--- config.mk ---
export PLATFORM = sky130hd
export DESIGN_NAME = req_tracker
export DESIGN_NICKNAME = d
export VERILOG_FILES = /design/src/rtl/rqt_pkg.sv /design/src/rtl/rqt_cam.sv /design/src/rtl/rqt_watchdog.sv /design/src/rtl/req_tracker.sv
export SDC_FILE = /design/constraint.sdc
export NUM_CORES = 1
export LEC_CHECK = 0
export BUFFER_PORTS_ARGS = -buffer_cell sky130_fd_sc_hd__buf_4
export CAP_MARGIN = 20
export CORE_MARGIN = 2
export CORE_UTILIZATION = 27
export CTS_CLUSTER_DIAMETER = 50
export DETAILED_ROUTE_END_ITERATION = 8
export PLACE_DENSITY_LB_ADDON = 0.05
export SYNTH_ARGS = -nofsm -noshare
export SYNTH_HDL_FRONTEND = slang
export SYNTH_SLANG_ARGS = --single-unit
--- constraint.sdc ---
create_clock -name clk -period 5.77 [get_ports clk]
set_clock_uncertainty 0.2 [all_clocks]
set_input_delay 0.577 -clock clk [delete_from_list [all_inputs] [get_ports clk]]
set_output_delay 0.577 -clock clk [all_outputs]
set_load 0.01 [all_outputs]
--- src/rtl/rqt_pkg.sv ---
`timescale 1ns/1ps
package rqt_pkg;
    typedef enum logic [3:0] {
        K_LOAD   = 4'd0,
        K_IFETCH = 4'd1,
        K_STORE  = 4'd2,
        K_RMW_RD = 4'd3,
        K_RMW_WR = 4'd4,
        K_LINK   = 4'd5,
        K_COND   = 4'd6,
        K_LRMW_RD = 4'd7,
        K_LRMW_WR = 4'd8,
        K_FLUSH  = 4'd9
    } kind_e;

    typedef enum logic [1:0] {
        S_READY = 2'd0,
        S_FULL  = 2'd1,
        S_ALIAS = 2'd2
    } status_e;

    typedef enum logic {
        WD_IDLE,
        WD_ARMED
    } wd_state_e;

    // Table index: 0 = read-class, 1 = write-class
    function automatic logic is_write_class(input logic [3:0] k);
        return k >= K_STORE;
    endfunction
endpackage

--- src/rtl/rqt_cam.sv ---
`timescale 1ns/1ps
module rqt_cam #(
    parameter int DEPTH  = 4,
    parameter int ADDR_W = 16,
    parameter int TS_W   = 16,
    parameter int THRESH = 32,
    parameter int OCC_W  = 3
) (
    input  logic              clk,
    input  logic              rst_n,
    input  logic [TS_W-1:0]   now,
    input  logic [ADDR_W-1:0] look_line,
    input  logic              ins_en,
    input  logic [3:0]        ins_kind,
    input  logic              ret_en,
    input  logic [ADDR_W-1:0] ret_line,
    output logic              look_hit,
    output logic              full,
    output logic              ret_hit,
    output logic [3:0]        ret_kind,
    output logic [TS_W-1:0]   ret_ts,
    output logic [OCC_W-1:0]  occ,
    output logic              aged
);
    logic [DEPTH-1:0]  vld_q;
    logic [ADDR_W-1:0] line_q [DEPTH];
    logic [3:0]        kind_q [DEPTH];
    logic [TS_W-1:0]   ts_q   [DEPTH];
    logic [DEPTH-1:0]  free_sel, ret_sel;
    logic              got_free;

    always_comb begin
        look_hit = 1'b0;
        ret_hit  = 1'b0;
        ret_kind = '0;
        ret_ts   = '0;
        aged     = 1'b0;
        occ      = '0;
        free_sel = '0;
        ret_sel  = '0;
        got_free = 1'b0;
        for (int i = 0; i < DEPTH; i++) begin
            if (vld_q[i] && line_q[i] == look_line) look_hit = 1'b1;
            if (vld_q[i] && line_q[i] == ret_line) begin
                ret_hit    = 1'b1;
                ret_sel[i] = 1'b1;
                ret_kind   = kind_q[i];
                ret_ts     = ts_q[i];
            end
            if (vld_q[i] && (now - ts_q[i]) >= TS_W'(THRESH)) aged = 1'b1;
            if (vld_q[i]) occ = occ + OCC_W'(1);
            if (!vld_q[i] && !got_free) begin
                free_sel[i] = 1'b1;
                got_free    = 1'b1;
            end
        end
        full = !got_free;
    end

    always_ff @(posedge clk or negedge rst_n) begin
        if (!rst_n) begin
            vld_q <= '0;
            for (int i = 0; i < DEPTH; i++) begin
                line_q[i] <= '0;
                kind_q[i] <= '0;
                ts_q[i]   <= '0;
            end
        end else begin
            for (int i = 0; i < DEPTH; i++) begin
                if (ret_en && ret_sel[i]) vld_q[i] <= 1'b0;
                if (ins_en && free_sel[i]) begin
                    vld_q[i]  <= 1'b1;
                    line_q[i] <= look_line;
                    kind_q[i] <= ins_kind;
                    ts_q[i]   <= now;
                end
            end
        end
    end
endmodule

--- src/rtl/rqt_watchdog.sv ---
`timescale 1ns/1ps
module rqt_watchdog #(
    parameter int THRESH = 32
) (
    input  logic clk,
    input  logic rst_n,
    input  logic arm_req,
    input  logic drain,
    input  logic pending_next,
    input  logic aged,
    output logic deadlock
);
    import rqt_pkg::*;
    localparam int CW = $clog2(THRESH + 1);

    wd_state_e      state_q, state_d;
    logic [CW-1:0]  cnt_q, cnt_d;
    logic           dl_q, dl_d;
    logic           expire;

    assign expire = (state_q == WD_ARMED) && (cnt_q == CW'(THRESH - 1));

    // next-state process
    always_comb begin
        state_d = state_q;
        cnt_d   = cnt_q;
        unique case (state_q)
            WD_IDLE: begin
                if (arm_req && !drain) begin
                    state_d = WD_ARMED;
                    cnt_d   = '0;
                end
            end
            WD_ARMED: begin
                if (expire) begin
                    state_d = pending_next ? WD_ARMED : WD_IDLE;
                    cnt_d   = '0;
                end else begin
                    cnt_d = cnt_q + CW'(1);
                end
            end
            default: state_d = WD_IDLE;
        endcase
    end

    // output process
    always_comb begin
        dl_d = dl_q | (expire && aged);
    end

    always_ff @(posedge clk or negedge rst_n) begin
        if (!rst_n) begin
            state_q <= WD_IDLE;
            cnt_q   <= '0;
            dl_q    <= 1'b0;
        end else begin
            state_q <= state_d;
            cnt_q   <= cnt_d;
            dl_q    <= dl_d;
        end
    end

    assign deadlock = dl_q;
endmodule

--- src/rtl/req_tracker.sv ---
`timescale 1ns/1ps
module req_tracker #(
    parameter int ADDR_W  = 16,
    parameter int DEPTH   = 4,
    parameter int MAX_OUT = 6,
    parameter int THRESH  = 32,
    parameter int TS_W    = 16,
    parameter int SAT_W   = 3,
    parameter int OUT_W   = $clog2(MAX_OUT + 1)
) (
    input  logic              clk,
    input  logic              rst_n,
    input  logic              drain,
    input  logic              req_valid,
    input  logic [3:0]        req_kind,
    input  logic [ADDR_W-1:0] req_line,
    output logic [1:0]        req_status,
    input  logic              cpl_valid,
    input  logic              cpl_is_write,
    input  logic [ADDR_W-1:0] cpl_line,
    output logic              cpl_hit,
    output logic              cpl_err,
    output logic [3:0]        cpl_kind,
    output logic [TS_W-1:0]   cpl_latency,
    output logic [OUT_W-1:0]  outstanding,
    output logic              deadlock,
    output logic [SAT_W-1:0]  alias_st_ld,
    output logic [SAT_W-1:0]  alias_st_st,
    output logic [SAT_W-1:0]  alias_ld_ld,
    output logic [SAT_W-1:0]  alias_ld_st
);
    import rqt_pkg::*;
    localparam int OCC_W = $clog2(DEPTH + 1);

    logic [TS_W-1:0]   now_q;
    logic [OUT_W-1:0]  cnt_q, cnt_d;
    logic [1:0]        hit, tfull, rhit, ins_en, ret_en, aged;
    logic [3:0]        rkind [2];
    logic [TS_W-1:0]   rts   [2];
    logic [OCC_W-1:0]  occ   [2];
    logic              wr_req, cap_full, aliased, accept;
    logic [3:0]        alias_ev;
    logic [SAT_W-1:0]  sat_q [4];
    status_e           status;

    for (genvar t = 0; t < 2; t++) begin : g_tab
        rqt_cam #(
            .DEPTH(DEPTH), .ADDR_W(ADDR_W), .TS_W(TS_W),
            .THRESH(THRESH), .OCC_W(OCC_W)
        ) u_cam (
            .clk(clk), .rst_n(rst_n), .now(now_q),
            .look_line(req_line), .ins_en(ins_en[t]), .ins_kind(req_kind),
            .ret_en(ret_en[t]), .ret_line(cpl_line),
            .look_hit(hit[t]), .full(tfull[t]), .ret_hit(rhit[t]),
            .ret_kind(rkind[t]), .ret_ts(rts[t]), .occ(occ[t]), .aged(aged[t])
        );
    end

    // request decision
    always_comb begin
        wr_req   = is_write_class(req_kind);
        cap_full = (cnt_q >= OUT_W'(MAX_OUT)) || tfull[wr_req];
        aliased  = hit[0] || hit[1];
        if (cap_full)     status = S_FULL;
        else if (aliased) status = S_ALIAS;
        else              status = S_READY;
        accept    = req_valid && (status == S_READY);
        ins_en[0] = accept && !wr_req;
        ins_en[1] = accept && wr_req;
        alias_ev[0] = req_valid && !cap_full &&  wr_req && hit[0];
        alias_ev[1] = req_valid && !cap_full &&  wr_req && !hit[0] && hit[1];
        alias_ev[2] = req_valid && !cap_full && !wr_req && !hit[1] && hit[0];
        alias_ev[3] = req_valid && !cap_full && !wr_req && hit[1];
    end

    // completion path
    always_comb begin
        ret_en[0]   = cpl_valid && !cpl_is_write;
        ret_en[1]   = cpl_valid &&  cpl_is_write;
        cpl_hit     = cpl_valid && rhit[cpl_is_write];
        cpl_err     = cpl_valid && !rhit[cpl_is_write];
        cpl_kind    = rkind[cpl_is_write];
        cpl_latency = now_q - rts[cpl_is_write];
        cnt_d       = cnt_q + OUT_W'(accept) - OUT_W'(cpl_hit);
    end

    always_ff @(posedge clk or negedge rst_n) begin
        if (!rst_n) begin
            now_q <= '0;
            cnt_q <= '0;
        end else begin
            now_q <= now_q + TS_W'(1);
            cnt_q <= cnt_d;
        end
    end

    for (genvar a = 0; a < 4; a++) begin : g_sat
        always_ff @(posedge clk or negedge rst_n) begin
            if (!rst_n)
                sat_q[a] <= '0;
            else if (alias_ev[a] && sat_q[a] != {SAT_W{1'b1}})
                sat_q[a] <= sat_q[a] + SAT_W'(1);
        end
    end

    rqt_watchdog #(.THRESH(THRESH)) u_wd (
        .clk(clk), .rst_n(rst_n), .arm_req(accept), .drain(drain),
        .pending_next(cnt_d != '0), .aged(aged[0] || aged[1]),
        .deadlock(deadlock)
    );

    assign req_status  = status;
    assign outstanding = cnt_q;
    assign alias_st_ld = sat_q[0];
    assign alias_st_st = sat_q[1];
    assign alias_ld_ld = sat_q[2];
    assign alias_ld_st = sat_q[3];
endmodule

==> impl_table.tex, run 1 <==
\begin{tabular}{lr}
\hline
Metric & Value \\
\hline
\multicolumn{2}{l}{\textbf{Critical path}} \\
Crit-path slowest cell & sky130\_fd\_sc\_hd\_\_dfrtp\_1 \\
Category of the critical setup timing path & flip-flop to primary output \\
Crit start category & flip-flop \\
CP max stage delay & approximately 0.47 ns \\
Critical path arrival & around 5.0 ns \\
Cell chain of the critical path & xor2\_1 > nor4\_1 > nand4\_1 > nor3\_4 > buf\_6 > buf\_6 > buf\_4 > nand2\_1 > o21ai\_0 > mux2i\_1 > o21ai\_1 > a21oi\_1 > ha\_1 > buf\_4 > o21a\_1 > nor2\_2 > o21ai\_2 > a41o\_1 > nor4\_4 > o41ai\_4 > a21o\_1 > a21oi\_2 > xnor2\_1 > buf\_4 \\
Critical path endpoint category & primary output \\
Most used cell, CP & sky130\_fd\_sc\_hd\_\_buf\_4 \\
Worst EP required & between 4 and 5 ns \\
Worst Path Max Fanout & 5 \\
\multicolumn{2}{l}{\textbf{Global route}} \\
Layer with the highest usage after global routing & met2 \\
Met2 Usage GRT & 0.335 \\
Global-route wire length before repair & approximately 130,000 um \\
Global routing met3 resource utilization & 0.0251 \\
Met1 track demand over resource & 0.242 \\
Total global routing overflow & 0 \\
Number of global-route vias before repair & approximately 20,000 \\
GR Util All Layers & 0.191 \\
Maximum number of pins on one net before global-route repair & 130 \\
Antenna violations before repair & 4 \\
\multicolumn{2}{l}{\textbf{Die}} \\
DIE AREA & about 0.091 mm2 \\
Total number of placement rows & 109 \\
Die height & between 300 and 400 um \\
Starting density of the core & 0.272 \\
Top Ports & $\sim$80 \\
Core Region & 0.0884 mm2 \\
X dimension of the die & 302 um \\
\multicolumn{2}{l}{\textbf{STA}} \\
Unrepaired setup endpoints after global routing & true \\
Pins over their slew limit & 0 \\
Setup Viol. Count Final & 0 \\
Fin crit period & around 5.8 ns \\
Slew at the pin closest to its max-slew limit & 1.08 ns \\
Max Clk Rate & approximately 170 MHz \\
Post-layout worst setup margin & between 0.01 and 0.015 ns \\
Worst slew slack as a fraction of its limit & 0.278 \\
Share of the cycle needed by the critical path after routing & 0.998 \\
Final Hold Fails & 0 \\
Worst hold-check slack & $\sim$0.076 ns \\
\multicolumn{2}{l}{\textbf{Clock tree}} \\
CTS H-tree lvls & 3 \\
Number of buffers added by the clock tree synthesis step & between 60 and 70 \\
CTS tree & yes \\
Clk sink count & 335 \\
Root buffer cell & sky130\_fd\_sc\_hd\_\_clkbuf\_16 \\
Clock latency on the worst-skew pair & between 0.5 and 0.6 ns \\
Clock transition at the registers of the reported paths & 0.05 ns \\
Maximum number of buffers from clock root to sink & 3 \\
\multicolumn{2}{l}{\textbf{Power}} \\
Max VDD drop & around 0.00023 V \\
Overall Power & just over 0.01 W \\
Power density over the cells & $\sim$340 mW/mm2 \\
Static power due to leakage & around 13 nW \\
\multicolumn{2}{l}{\textbf{Placed design}} \\
Placed wire-length estimate after detailed placement & about 65,000 um \\
Count of port buffers added during placement & a little over 80 \\
Cell area reported after detailed placement & approximately 0.027 mm2 \\
Worst slack after detailed placement & -0.491 ns \\
Last weighted congestion value of the routability-driven placer & 0.859 \\
\multicolumn{2}{l}{\textbf{Yosys}} \\
Cell area after synthesis & 0.0240 mm2 \\
Distinct cell type count of the synthesized netlist & between 70 and 80 \\
Area share of the largest cell type after synthesis & 0.349 \\
Post-Synthesis Mean Instance Area & $\sim$9.5 um2 \\
Syn nets & 2,734 \\
Number of synthesis warnings & 0 \\
Top cells by area, synth & sky130\_fd\_sc\_hd\_\_dfrtp\_1 35\%, sky130\_fd\_sc\_hd\_\_mux2\_2 13\%, sky130\_fd\_sc\_hd\_\_xnor2\_1 7.9\%, sky130\_fd\_sc\_hd\_\_ha\_1 7.7\%, sky130\_fd\_sc\_hd\_\_xor2\_1 3.8\% \\
Async SR Flop Fraction & 1.00 \\
Seq/Total Area, Yosys & 0.349 \\
Register bit count reported by yosys & between 300 and 400 \\
Top cell type by total area after synthesis & sky130\_fd\_sc\_hd\_\_dfrtp\_1 \\
Number of enable flip-flop cells after synthesis & 0 \\
Number of instances in the synthesized netlist & roughly 2,500 \\
Most used flip-flop cell after synthesis & sky130\_fd\_sc\_hd\_\_dfrtp\_1 \\
\multicolumn{2}{l}{\textbf{Route}} \\
Routed vias & 19,200 \\
Initial DRC count & 833 \\
Number of design rule violations left after detail routing & 0 \\
Average via count per standard cell & between 4 and 5 \\
Routed wire length per instance & $\sim$22 um \\
Count of TritonRoute iterations in the first routing pass & 6 \\
DRT Wirelength & about 86,000 um \\
Antenna viol nets, final & 0 \\
\multicolumn{2}{l}{\textbf{Flow run}} \\
Count of max-cap constraint violations & 0 \\
\multicolumn{2}{l}{\textbf{Cells and area}} \\
Net count of the finished layout & $\sim$2,900 \\
Post-route core utilization & 0.336 \\
Count of fill cells added during filler insertion & between 9,000 and 10,000 \\
Register area & between 0.008 and 0.009 mm2 \\
Multi-input combinational cell area & roughly 0.015 mm2 \\
Post-Layout Inst Area & approximately 0.030 mm2 \\
Share of post-route cells with drive strength above 1 & 0.267 \\
Layout area overhead & 23.5\% \\
\multicolumn{2}{l}{\textbf{Hold path}} \\
Path type of the worst min-delay path & input port to flip-flop \\
\multicolumn{2}{l}{\textbf{Run status}} \\
Outcome & complete, no violations \\
\hline
\end{tabular}
## logic make-up after synthesis
group                      share of synthesized area
xor gates and xnor gates                       0.118
and+or+nand+nor                                0.130
buffers and inverters                         0.0492
muxes                                          0.152
adders and majority gates                     0.0853
DFF                                            0.349
AOI/OAI and AO/OA                              0.117
## report_power, final
part | internal (W) | total, W | leakage (nW) | switching (W)
clock network | 0.00269 | 0.00405 | 1.14 | 0.00136
registers | 0.00286 | 0.00349 | 4.42 | 0.000632
logic | 0.00140 | 0.00269 | 7.93 | 0.00130
total | 0.00694 | 0.0102 | 13.5 | 0.00330
## layer usage
metal  vias to the layer above  wire length, um  part of all wire
li1                       9310                -                 -
met1                      9455            38600              0.45
met2                       310            42800              0.50
met3                       129             2490             0.029
met4                         4             2410             0.028
met5                         -               33           0.00038
## timing repair
action / CTS / global route
buffers inserted: 10 / 3
hold buffers: 1 / 0
hold endpoints to repair: 88 / 0
pin swaps: 20 / 23
resized for setup: 73 / 40
setup endpoints to repair: 8 / 6
## layout by cell type, fill, tap and decap left out, types with 11 or more instances in the layout
cell type	Yosys	final
sky130_fd_sc_hd__nand3_1	58	56
sky130_fd_sc_hd__buf_4	1	249
sky130_fd_sc_hd__nand4_1	41	41
sky130_fd_sc_hd__a21oi_1	117	105
sky130_fd_sc_hd__xnor2_1	218	213
sky130_fd_sc_hd__nor3_1	34	32
sky130_fd_sc_hd__mux2_2	274	270
sky130_fd_sc_hd__o21a_1	26	26
sky130_fd_sc_hd__nor4_1	61	55
sky130_fd_sc_hd__nor2b_1	24	22
sky130_fd_sc_hd__nand2_1	191	189
sky130_fd_sc_hd__inv_1	164	162
sky130_fd_sc_hd__ha_1	148	146
sky130_fd_sc_hd__clkinv_2	0	11
sky130_fd_sc_hd__mux2i_1	41	41
sky130_fd_sc_hd__o21ai_1	6	17
sky130_fd_sc_hd__xor2_1	105	105
sky130_fd_sc_hd__a21oi_2	1	13
sky130_fd_sc_hd__o21ai_0	150	132
sky130_fd_sc_hd__and3_1	18	16
sky130_fd_sc_hd__nand2b_1	28	28
sky130_fd_sc_hd__nor2_1	118	117
sky130_fd_sc_hd__and2_1	22	22
sky130_fd_sc_hd__dfrtp_1	335	325
sky130_fd_sc_hd__clkbuf_16	0	69
sky130_fd_sc_hd__o31ai_1	24	21
sky130_fd_sc_hd__a21o_1	24	24
sky130_fd_sc_hd__mux2_1	15	15
## critical path: cells and delay by family, from the launching register on
kind | cells | cell delay, ns
xor+xnor | 2 | 0.31
buf+inv | 5 | 0.64
fa+ha+maj | 1 | 0.31
simple gates | 6 | 1.28
flops | 1 | 0.47
compound gates | 9 | 1.23
mux | 1 | 0.15
## final timing paths
check                                           from                   endpoint  slack, ns  depth (start not counted)
max                        g_tab[1].u_cam.line_q[45]            cpl_latency[15]       0.01                         24
min                                      req_kind[2]   g_tab[1].u_cam.kind_q[2]       0.08                          2
max reg2reg                                 now_q[0]              u_wd.deadlock       0.76                         17
min reg2reg                 g_tab[0].u_cam.kind_q[5]   g_tab[0].u_cam.kind_q[5]       0.28                          1
max in group asynchronous                      rst_n  g_tab[1].u_cam.line_q[44]       3.58                          3
min in group asynchronous                      rst_n    g_tab[0].u_cam.ts_q[30]       0.42                          2
## through the flow
step                instances  TNS, ns
finish                   3945        0
CTS                      3943   -0.213
global placement         3813    -2.44
floorplan                2534        0
global route             3944   -0.812
detailed placement       3813    -1.89
## cell usage after synthesis (all sizes together) (8+ instances only)
master   count
a21o        25
xor2       105
a31oi       10
nand4       41
nand2b      28
and2        22
and3        18
xnor2      218
nand3       58
dfrtp      335
o22ai        8
ha         148
nor3        35
clkbuf      94
o2111ai      9
inv        164
nand2      191
or3         10
nor2       118
a21oi      118
nor4        62
o31ai       25
mux2       289
o21a        26
o211ai       8
o21ai      156
mux2i       41
nor2b       24
fa          10
buf         44
## flip-flops by register name, summed over array words and instances, names as in the netlist
name	cells
u_wd.deadlock	1
g_tab.u_cam.ts_q	128
g_tab.u_cam.line_q	128
alias_ld_ld	3
alias_st_ld	3
u_wd.cnt_q	6
now_q	16
outstanding	3
u_wd.state_q	1
g_tab.u_cam.kind_q	32
g_tab.u_cam.vld_q	8
alias_ld_st	3
alias_st_st	3
## final cells by class
class                           instances  area share
Antenna cell                            1   0.0000843
Tap cell                             1165      0.0491
Inverter                              164      0.0207
Clock inverter                         36      0.0155
Clock buffer                           83      0.0626
Multi-Input combinational cell       1897       0.499
Timing Repair Buffer                  264      0.0700
Sequential cell                       335       0.283
(Power assumes the default switching activity.)
==> inputs of run 2 (changes only) <==
- BUFFER_PORTS_ARGS: -buffer_cell sky130_fd_sc_hd__buf_4 -> default
- CORE_MARGIN: 2 -> 3
- DONT_BUFFER_PORTS: default -> 1
==> run 2 against run 1 <==
Compared with the run above: critical path type unchanged; final area is 4.0% lower; the run now ends with hold timing, setup timing left; die area is 1.3% higher; power is 5.3% lower; combinational power is 7.8% lower; global-route usage is 0.34 points higher; clock power is 8.1% lower.
==> impl_table.tex, run 2 (same netlist as run 1, synthesis figures left out) <==
\begin{tabular}{lr}
\hline
Metric & Value \\
\hline
\multicolumn{2}{l}{\textbf{Power}} \\
Switching power & 0.00319 W \\
Overall Power & between 0.009 and 0.01 W \\
Switching power share of the total & 0.329 \\
Static power due to leakage & $\sim$13 nW \\
Max VDD drop & roughly 0.00023 V \\
Power density over the cells & $\sim$340 mW/mm2 \\
Relative contribution of sequential cells to total power & 0.361 \\
Share of total power in the clock network & 0.383 \\
Int Pwr & 0.00651 W \\
Combinational share of power & 0.256 \\
\multicolumn{2}{l}{\textbf{Placed design}} \\
Last weighted congestion value of the routability-driven placer & 0.880 \\
Count of port buffers added during placement & 0 \\
Cell count after placement & 3,663 \\
Cell area reported after detailed placement & approximately 0.026 mm2 \\
Placed wire-length estimate after detailed placement & $\sim$64,000 um \\
\multicolumn{2}{l}{\textbf{STA}} \\
Worst slew slack as a fraction of its limit & 0.281 \\
Final Hold Fails & 335 \\
Setup tns final & -0.0208 ns \\
Fin crit period & $\sim$5.8 ns \\
Post-layout worst setup margin & -0.0208 ns \\
Pins over their slew limit & 0 \\
Worst hold-check slack & -0.540 ns \\
Max Clk Rate & 173 MHz \\
Setup Viol. Count Final & 1 \\
Unrepaired setup endpoints after global routing & true \\
Slew at the pin closest to its max-slew limit & around 1.1 ns \\
Share of the cycle needed by the critical path after routing & 1.00 \\
\multicolumn{2}{l}{\textbf{Die}} \\
Starting density of the core & 0.275 \\
DIE AREA & 0.0927 mm2 \\
Top Ports & 82 \\
Die height & around 300 um \\
Total number of placement rows & about 110 \\
X dimension of the die & between 300 and 400 um \\
Core Region & approximately 0.088 mm2 \\
\multicolumn{2}{l}{\textbf{Cells and area}} \\
Share of post-route cells with drive strength above 1 & 0.223 \\
Net count of the finished layout & between 2,000 and 3,000 \\
Post-Layout Inst Area & about 0.029 mm2 \\
Count of fill cells added during filler insertion & 9,096 \\
Most used cells in the layout excluding fill and tap cells & 320 x sky130\_fd\_sc\_hd\_\_dfrtp\_1, 272 x sky130\_fd\_sc\_hd\_\_mux2\_2, 213 x sky130\_fd\_sc\_hd\_\_xnor2\_1 \\
Largest registers & g\_tab.u\_cam.line\_q x128, g\_tab.u\_cam.ts\_q x128, g\_tab.u\_cam.kind\_q x32 \\
Non-filler cells, final & approximately 3,800 \\
Most common cell after layout, fill and taps aside & sky130\_fd\_sc\_hd\_\_dfrtp\_1 \\
Diode count & 0 \\
Layout area overhead & 18.6\% \\
\multicolumn{2}{l}{\textbf{Clock tree}} \\
Number of buffers added by the clock tree synthesis step & about 60 \\
CTS H-tree lvls & 2 \\
Maximum number of buffers from clock root to sink & 3 \\
Clock transition at the registers of the reported paths & approximately 0.060 ns \\
Clk sink count & around 340 \\
Clock latency on the worst-skew pair & around 0.66 ns \\
Cts hold-fix bufs & 24 \\
CTS tree & yes \\
Root buffer cell & sky130\_fd\_sc\_hd\_\_clkbuf\_16 \\
\multicolumn{2}{l}{\textbf{Route}} \\
DRT Wirelength & slightly above 90,000 um \\
Average via count per standard cell & between 5 and 6 \\
Initial DRC count & a little over 800 \\
Routed vias & 19,100 \\
Routed wire length per instance & 24.0 um \\
Antenna viol nets, final & 0 \\
Number of design rule violations left after detail routing & 0 \\
Count of TritonRoute iterations in the first routing pass & 5 \\
\multicolumn{2}{l}{\textbf{Global route}} \\
Global-route wire length before repair & 135,000 um \\
GR Util All Layers & 0.194 \\
Maximum number of pins on one net before global-route repair & 336 \\
Antenna violations before repair & 1 \\
Total global routing overflow & 0 \\
Number of global-route vias before repair & 19,800 \\
\multicolumn{2}{l}{\textbf{Critical path}} \\
Crit path buffers/inverters & 4 \\
CP max stage delay & between 0.4 and 0.5 ns \\
Crit start category & flip-flop \\
Critical path endpoint category & primary output \\
Family with the most delay on the worst path & compound AO/OA/AOI/OAI gates \\
Worst Path Max Fanout & 4 \\
Critical path arrival & between 5 and 6 ns \\
Crit-path slowest cell & sky130\_fd\_sc\_hd\_\_dfrtp\_1 \\
Category of the critical setup timing path & flip-flop to primary output \\
Worst EP required & 4.99 ns \\
\multicolumn{2}{l}{\textbf{Hold path}} \\
Path type of the worst min-delay path & input port to asynchronous set/reset pin \\
\multicolumn{2}{l}{\textbf{Flow run}} \\
Count of max-cap constraint violations & 0 \\
\multicolumn{2}{l}{\textbf{Run status}} \\
Violated checks & hold timing, setup timing \\
Outcome & complete, but fails checks \\
\hline
\end{tabular}
-- run 2: final timing paths --
path,from,endpoint,slack [ns],cells after the start
min,rst_n,g_tab[0].u_cam.ts_q[8],-0.54,0
max in group asynchronous,rst_n,g_tab[1].u_cam.line_q[29],5.01,0
min in group clk,drain,u_wd.state_q,0.06,2
max reg2reg,now_q[0],u_wd.deadlock,0.85,17
max,g_tab[0].u_cam.line_q[52],cpl_latency[15],-0.02,26
min reg2reg,g_tab[0].u_cam.kind_q[6],g_tab[0].u_cam.kind_q[6],0.28,1
-- run 2: power groups by stage --
stage / clock (W) / sequential (W) / combinational (W)
2_1_floorplan: 0 / 0.00326 / 0.00191
3_3_place_gp: 0 / 0.00354 / 0.00238
3_5_place_dp: 0 / 0.00353 / 0.00240
4_1_cts: 0.00383 / 0.00350 / 0.00250
5_1_grt: 0.00394 / 0.00355 / 0.00277
6_report: 0.00372 / 0.00350 / 0.00248
-- run 2: repair_timing --
action                     4_1_cts  5_1_grt
hold endpoints to repair       487      335
resized for setup               76       15
setup endpoints to repair        7        6
pin swaps                       29       12
setup buffers                    9        2
gates cloned                     0        0
-- run 2: final cells by class --
cell class | instances | area, um2 | area share
clock inverter | 41 | 489 | 0.0172
tap | 1155 | 1450 | 0.0507
inverter | 164 | 616 | 0.0216
sequential | 335 | 8400 | 0.295
timing repair buffer | 147 | 1230 | 0.0431
multi-input combinational | 1897 | 14700 | 0.516
clock buffer | 74 | 1630 | 0.0570
-- run 2: layer usage --
layer / global-route usage / vias to the layer above / part of all wire
li1: - / 9070 / -
met1: 0.241 / 9493 / 0.44
met2: 0.338 / 362 / 0.49
met3: 0.0372 / 149 / 0.045
met4: 0.0609 / 2 / 0.031
met5: 0 / - / 0.00014
-- run 2: metrics by stage --
| step | hold slack, ns | utilization | setup WS [ns] |
|---|---|---|---|
| floorplan | 0.0814 | - | 0.0494 |
| global placement | 0.114 | 0.294 | -0.110 |
| detailed placement | 0.114 | 0.295 | -0.194 |
| CTS | -0.582 | 0.325 | -0.0881 |
| global route | -0.586 | 0.326 | -0.304 |
| finish | -0.540 | 0.326 | -0.0208 |
==> inputs of run 3 (changes only) <==
- ABC_AREA: default -> 1
==> run 3 against run 2 <==
Compared with the run above: the run ends with hold timing left; setup slack better by 0.34 ns; via count up 41%; die area up 13%; synthesized area up 13%; wire length up 32%; synthesized cell count up 66%; combinational power up 32%; flip-flop and latch count unchanged; fmax up 6.2%; sequential power up 3%; worst hold slack better by 0.018 ns; critical path type unchanged; highest routed layer is now met4.
==> impl_table.tex, run 3 <==
\begin{tabular}{lr}
\hline
Metric & Value \\
\hline
\multicolumn{2}{l}{\textbf{Critical path}} \\
Endpoint of the most critical register-to-register path & u\_wd.state\_q \\
Timing endpoint of the critical path & cpl\_latency[12] \\
Critical path endpoint category & primary output \\
Start point of the critical path & g\_tab[1].u\_cam.line\_q[54] \\
Depth of the worst register-to-register path & 22 \\
Cell chain of the critical path & inv\_1 > o22ai\_1 > nor2\_1 > nand2\_1 > nor2\_1 > nand2\_1 > nor2\_2 > buf\_4 > nand3\_1 > nand2\_1 > o21ai\_0 > a21oi\_1 > or2\_2 > ha\_1 > fa\_1 > o21ai\_2 > nand2\_1 > nand2\_1 > a21oi\_2 > o21ai\_1 > a31oi\_2 > o21ai\_0 > xor2\_1 > buf\_4 \\
Worst EP required & 4.99 ns \\
Most used cell, CP & sky130\_fd\_sc\_hd\_\_nand2\_1 \\
Worst Path Max Fanout & 6 \\
Internal reg-to-reg setup slack & between 1.5 and 2 ns \\
Critical path arrival & 4.68 ns \\
Category of the critical setup timing path & flip-flop to primary output \\
CP max stage delay & about 0.49 ns \\
Reg2reg start & g\_tab[0].u\_cam.line\_q[1] \\
Crit-path slowest cell & sky130\_fd\_sc\_hd\_\_dfrtp\_1 \\
Crit start category & flip-flop \\
\multicolumn{2}{l}{\textbf{Global route}} \\
Maximum number of pins on one net before global-route repair & 336 \\
Global-route wire length before repair & around 180,000 um \\
Antenna violations before repair & 0 \\
Total global routing overflow & 0 \\
Number of global-route vias before repair & 26,400 \\
GR Util All Layers & 0.230 \\
\multicolumn{2}{l}{\textbf{Cells and area}} \\
Multi-input combinational cell area & roughly 0.016 mm2 \\
Share of post-route cells with drive strength above 1 & 0.0573 \\
Count of fill cells added during filler insertion & 11,100 \\
Most used cells in the layout excluding fill and tap cells & 1,332 x sky130\_fd\_sc\_hd\_\_nand2\_1, 620 x sky130\_fd\_sc\_hd\_\_inv\_1, 333 x sky130\_fd\_sc\_hd\_\_nor2\_1, 333 x sky130\_fd\_sc\_hd\_\_dfrtp\_1, 221 x sky130\_fd\_sc\_hd\_\_o21ai\_0 \\
Post-Layout Inst Area & 0.0310 mm2 \\
Non-filler cells, final & around 5,500 \\
Layout area overhead & 13.6\% \\
Most common cell after layout, fill and taps aside & sky130\_fd\_sc\_hd\_\_nand2\_1 \\
Largest registers & g\_tab.u\_cam.line\_q x128, g\_tab.u\_cam.ts\_q x128, g\_tab.u\_cam.kind\_q x32 \\
Net count of the finished layout & $\sim$4,400 \\
Diode count & 0 \\
Register area & 0.00839 mm2 \\
\multicolumn{2}{l}{\textbf{Power}} \\
Max VDD drop & 0.000233 V \\
Static power due to leakage & about 16 nW \\
Overall Power & $\sim$0.011 W \\
Power density over the cells & approximately 350 mW/mm2 \\
\multicolumn{2}{l}{\textbf{STA}} \\
Final Hold Fails & around 340 \\
Max Clk Rate & 183 MHz \\
Pins over their slew limit & 0 \\
Share of the cycle needed by the critical path after routing & 0.945 \\
Setup Viol. Count Final & 0 \\
Fin crit period & around 5.5 ns \\
Worst slew slack as a fraction of its limit & 0.248 \\
Setup tns final & 0 ns \\
Slew at the pin closest to its max-slew limit & approximately 1.1 ns \\
Worst hold-check slack & -0.522 ns \\
\multicolumn{2}{l}{\textbf{Die}} \\
X dimension of the die & approximately 320 um \\
Die height & 324 um \\
Starting density of the core & 0.275 \\
Core Region & 0.0993 mm2 \\
Total number of placement rows & around 120 \\
DIE AREA & 0.105 mm2 \\
Top Ports & 82 \\
\multicolumn{2}{l}{\textbf{Flow run}} \\
Count of max-cap constraint violations & 0 \\
\multicolumn{2}{l}{\textbf{Clock tree}} \\
CTS H-tree lvls & 3 \\
Clock latency on the worst-skew pair & 0.61 ns \\
Number of buffers added by the clock tree synthesis step & 66 \\
Cts hold-fix bufs & 1 \\
CTS tree & yes \\
Post-CTS repair timing setup buffer count & 0 \\
Clock transition at the registers of the reported paths & 0.05 ns \\
Root buffer cell & sky130\_fd\_sc\_hd\_\_clkbuf\_16 \\
Clk sink count & approximately 340 \\
Maximum number of buffers from clock root to sink & 3 \\
\multicolumn{2}{l}{\textbf{Placed design}} \\
Placed wire-length estimate after detailed placement & between 90,000 and 100,000 um \\
Count of port buffers added during placement & 0 \\
Cell area reported after detailed placement & around 0.029 mm2 \\
Cell count after placement & approximately 5,400 \\
Last weighted congestion value of the routability-driven placer & 0.945 \\
\multicolumn{2}{l}{\textbf{Route}} \\
Count of TritonRoute iterations in the first routing pass & 6 \\
Routed vias & 26,800 \\
Initial DRC count & approximately 1,800 \\
Routed wire length per instance & around 22 um \\
Number of design rule violations left after detail routing & 0 \\
DRT Wirelength & between 100,000 and 150,000 um \\
Average via count per standard cell & 4.85 \\
Antenna viol nets, final & 0 \\
\multicolumn{2}{l}{\textbf{Yosys}} \\
Syn nets & approximately 4,400 \\
Most used flip-flop cell after synthesis & sky130\_fd\_sc\_hd\_\_dfrtp\_1 \\
Post-synthesis mux area share & 0 \\
Top cell type by total area after synthesis & sky130\_fd\_sc\_hd\_\_dfrtp\_1 \\
Cell area after synthesis & about 0.027 mm2 \\
Largest family of logic cells by synthesized area & simple AND/OR/NAND/NOR gates \\
Count leader, synth & sky130\_fd\_sc\_hd\_\_nand2\_1 \\
XOR/XNOR share of the synthesized area & 0.0376 \\
Top cell types by occurrence after synthesis & 1,333 x sky130\_fd\_sc\_hd\_\_nand2\_1, 622 x sky130\_fd\_sc\_hd\_\_inv\_1, 335 x sky130\_fd\_sc\_hd\_\_dfrtp\_1, 335 x sky130\_fd\_sc\_hd\_\_nor2\_1, 225 x sky130\_fd\_sc\_hd\_\_o21ai\_0 \\
Number of instances in the synthesized netlist & 4,196 \\
Seq/Total Area, Yosys & 0.307 \\
Compound-Gate Fraction of Synth Area & 0.140 \\
Distinct cell type count of the synthesized netlist & 50 \\
Number of synthesis warnings & 0 \\
Area share of the largest cell type after synthesis & 0.307 \\
Fraction of the mapped netlist area in simple logic gates & 0.325 \\
Synthesized-area fraction occupied by adder cells & 0.0752 \\
Post-Synthesis Mean Instance Area & between 6 and 7 um2 \\
Number of enable flip-flop cells after synthesis & 0 \\
Async SR Flop Fraction & 1.00 \\
Register bit count reported by yosys & approximately 340 \\
Top cells by area, synth & sky130\_fd\_sc\_hd\_\_dfrtp\_1 31\%, sky130\_fd\_sc\_hd\_\_nand2\_1 18\%, sky130\_fd\_sc\_hd\_\_inv\_1 8.6\%, sky130\_fd\_sc\_hd\_\_ha\_1 6.8\%, sky130\_fd\_sc\_hd\_\_nor2\_1 4.6\% \\
\multicolumn{2}{l}{\textbf{Run status}} \\
Outcome & complete, but fails checks \\
Violated checks & hold timing \\
\multicolumn{2}{l}{\textbf{Hold path}} \\
Path type of the worst min-delay path & input port to asynchronous set/reset pin \\
\hline
\end{tabular}
==> run 3: worst min-delay path by stage <==
stage	from	endpoint	slack, ns
after floorplan	rst_n	alias_ld_ld[0]	0.08
after global placement	rst_n	g_tab[1].u_cam.line_q[24]	0.1
after detailed placement	rst_n	alias_st_st[1]	0.11
after CTS	rst_n	alias_st_st[1]	-0.54
after global routing	rst_n	alias_st_st[2]	-0.55
final	rst_n	alias_st_st[1]	-0.52
==> run 3: area by class of cell <==
class,instances,share of cell area
tap,1287,0.0520
inverter,640,0.0779
clock buffer,75,0.0563
multi-input combinational,3091,0.510
clock inverter,42,0.0171
sequential,335,0.271
timing repair buffer,61,0.0157
==> run 3: what timing repair did <==
item	4_1_cts	5_1_grt
endpoints found under the hold margin	339	335
resized for setup	0	23
setup endpoints to repair	0	7
==> run 3: kinds of logic (layout without fill, tap and decap cells) <==
logic type,after synthesis,in the layout
compound gates,701,701
xor+xnor,117,117
fa+ha+maj,158,158
buf+inv,770,818
flops,335,335
simple gates,2115,2115
==> run 3: per-stage QoR <==
step            util  worst slack [ns]
6_report       0.312             0.318
5_1_grt        0.312          -0.00345
4_1_cts        0.311            0.0160
3_5_place_dp   0.288             0.294
3_3_place_gp   0.288             0.348
2_1_floorplan      -              1.01
==> run 3: worst max-delay path: cells and delay by family, from the launching register on <==
family,cells,cell delay (ns)
compound gates,8,1.21
xor+xnor,1,0.17
fa+ha+maj,2,0.68
buf+inv,3,0.46
flops,1,0.49
simple gates,10,1.05
==> run 3: report_power, final <==
group          internal (W)  switching, W
Combinational       0.00119       0.00209
Clock               0.00257       0.00146
Sequential          0.00287      0.000729
Total               0.00664       0.00428
==> run 3: per-layer routing <==
metal	routed length, um	global-route usage
met2	58400	0.401
met5	0	0
met1	53300	0.292
met4	3450	0.0696
met3	5760	0.0348
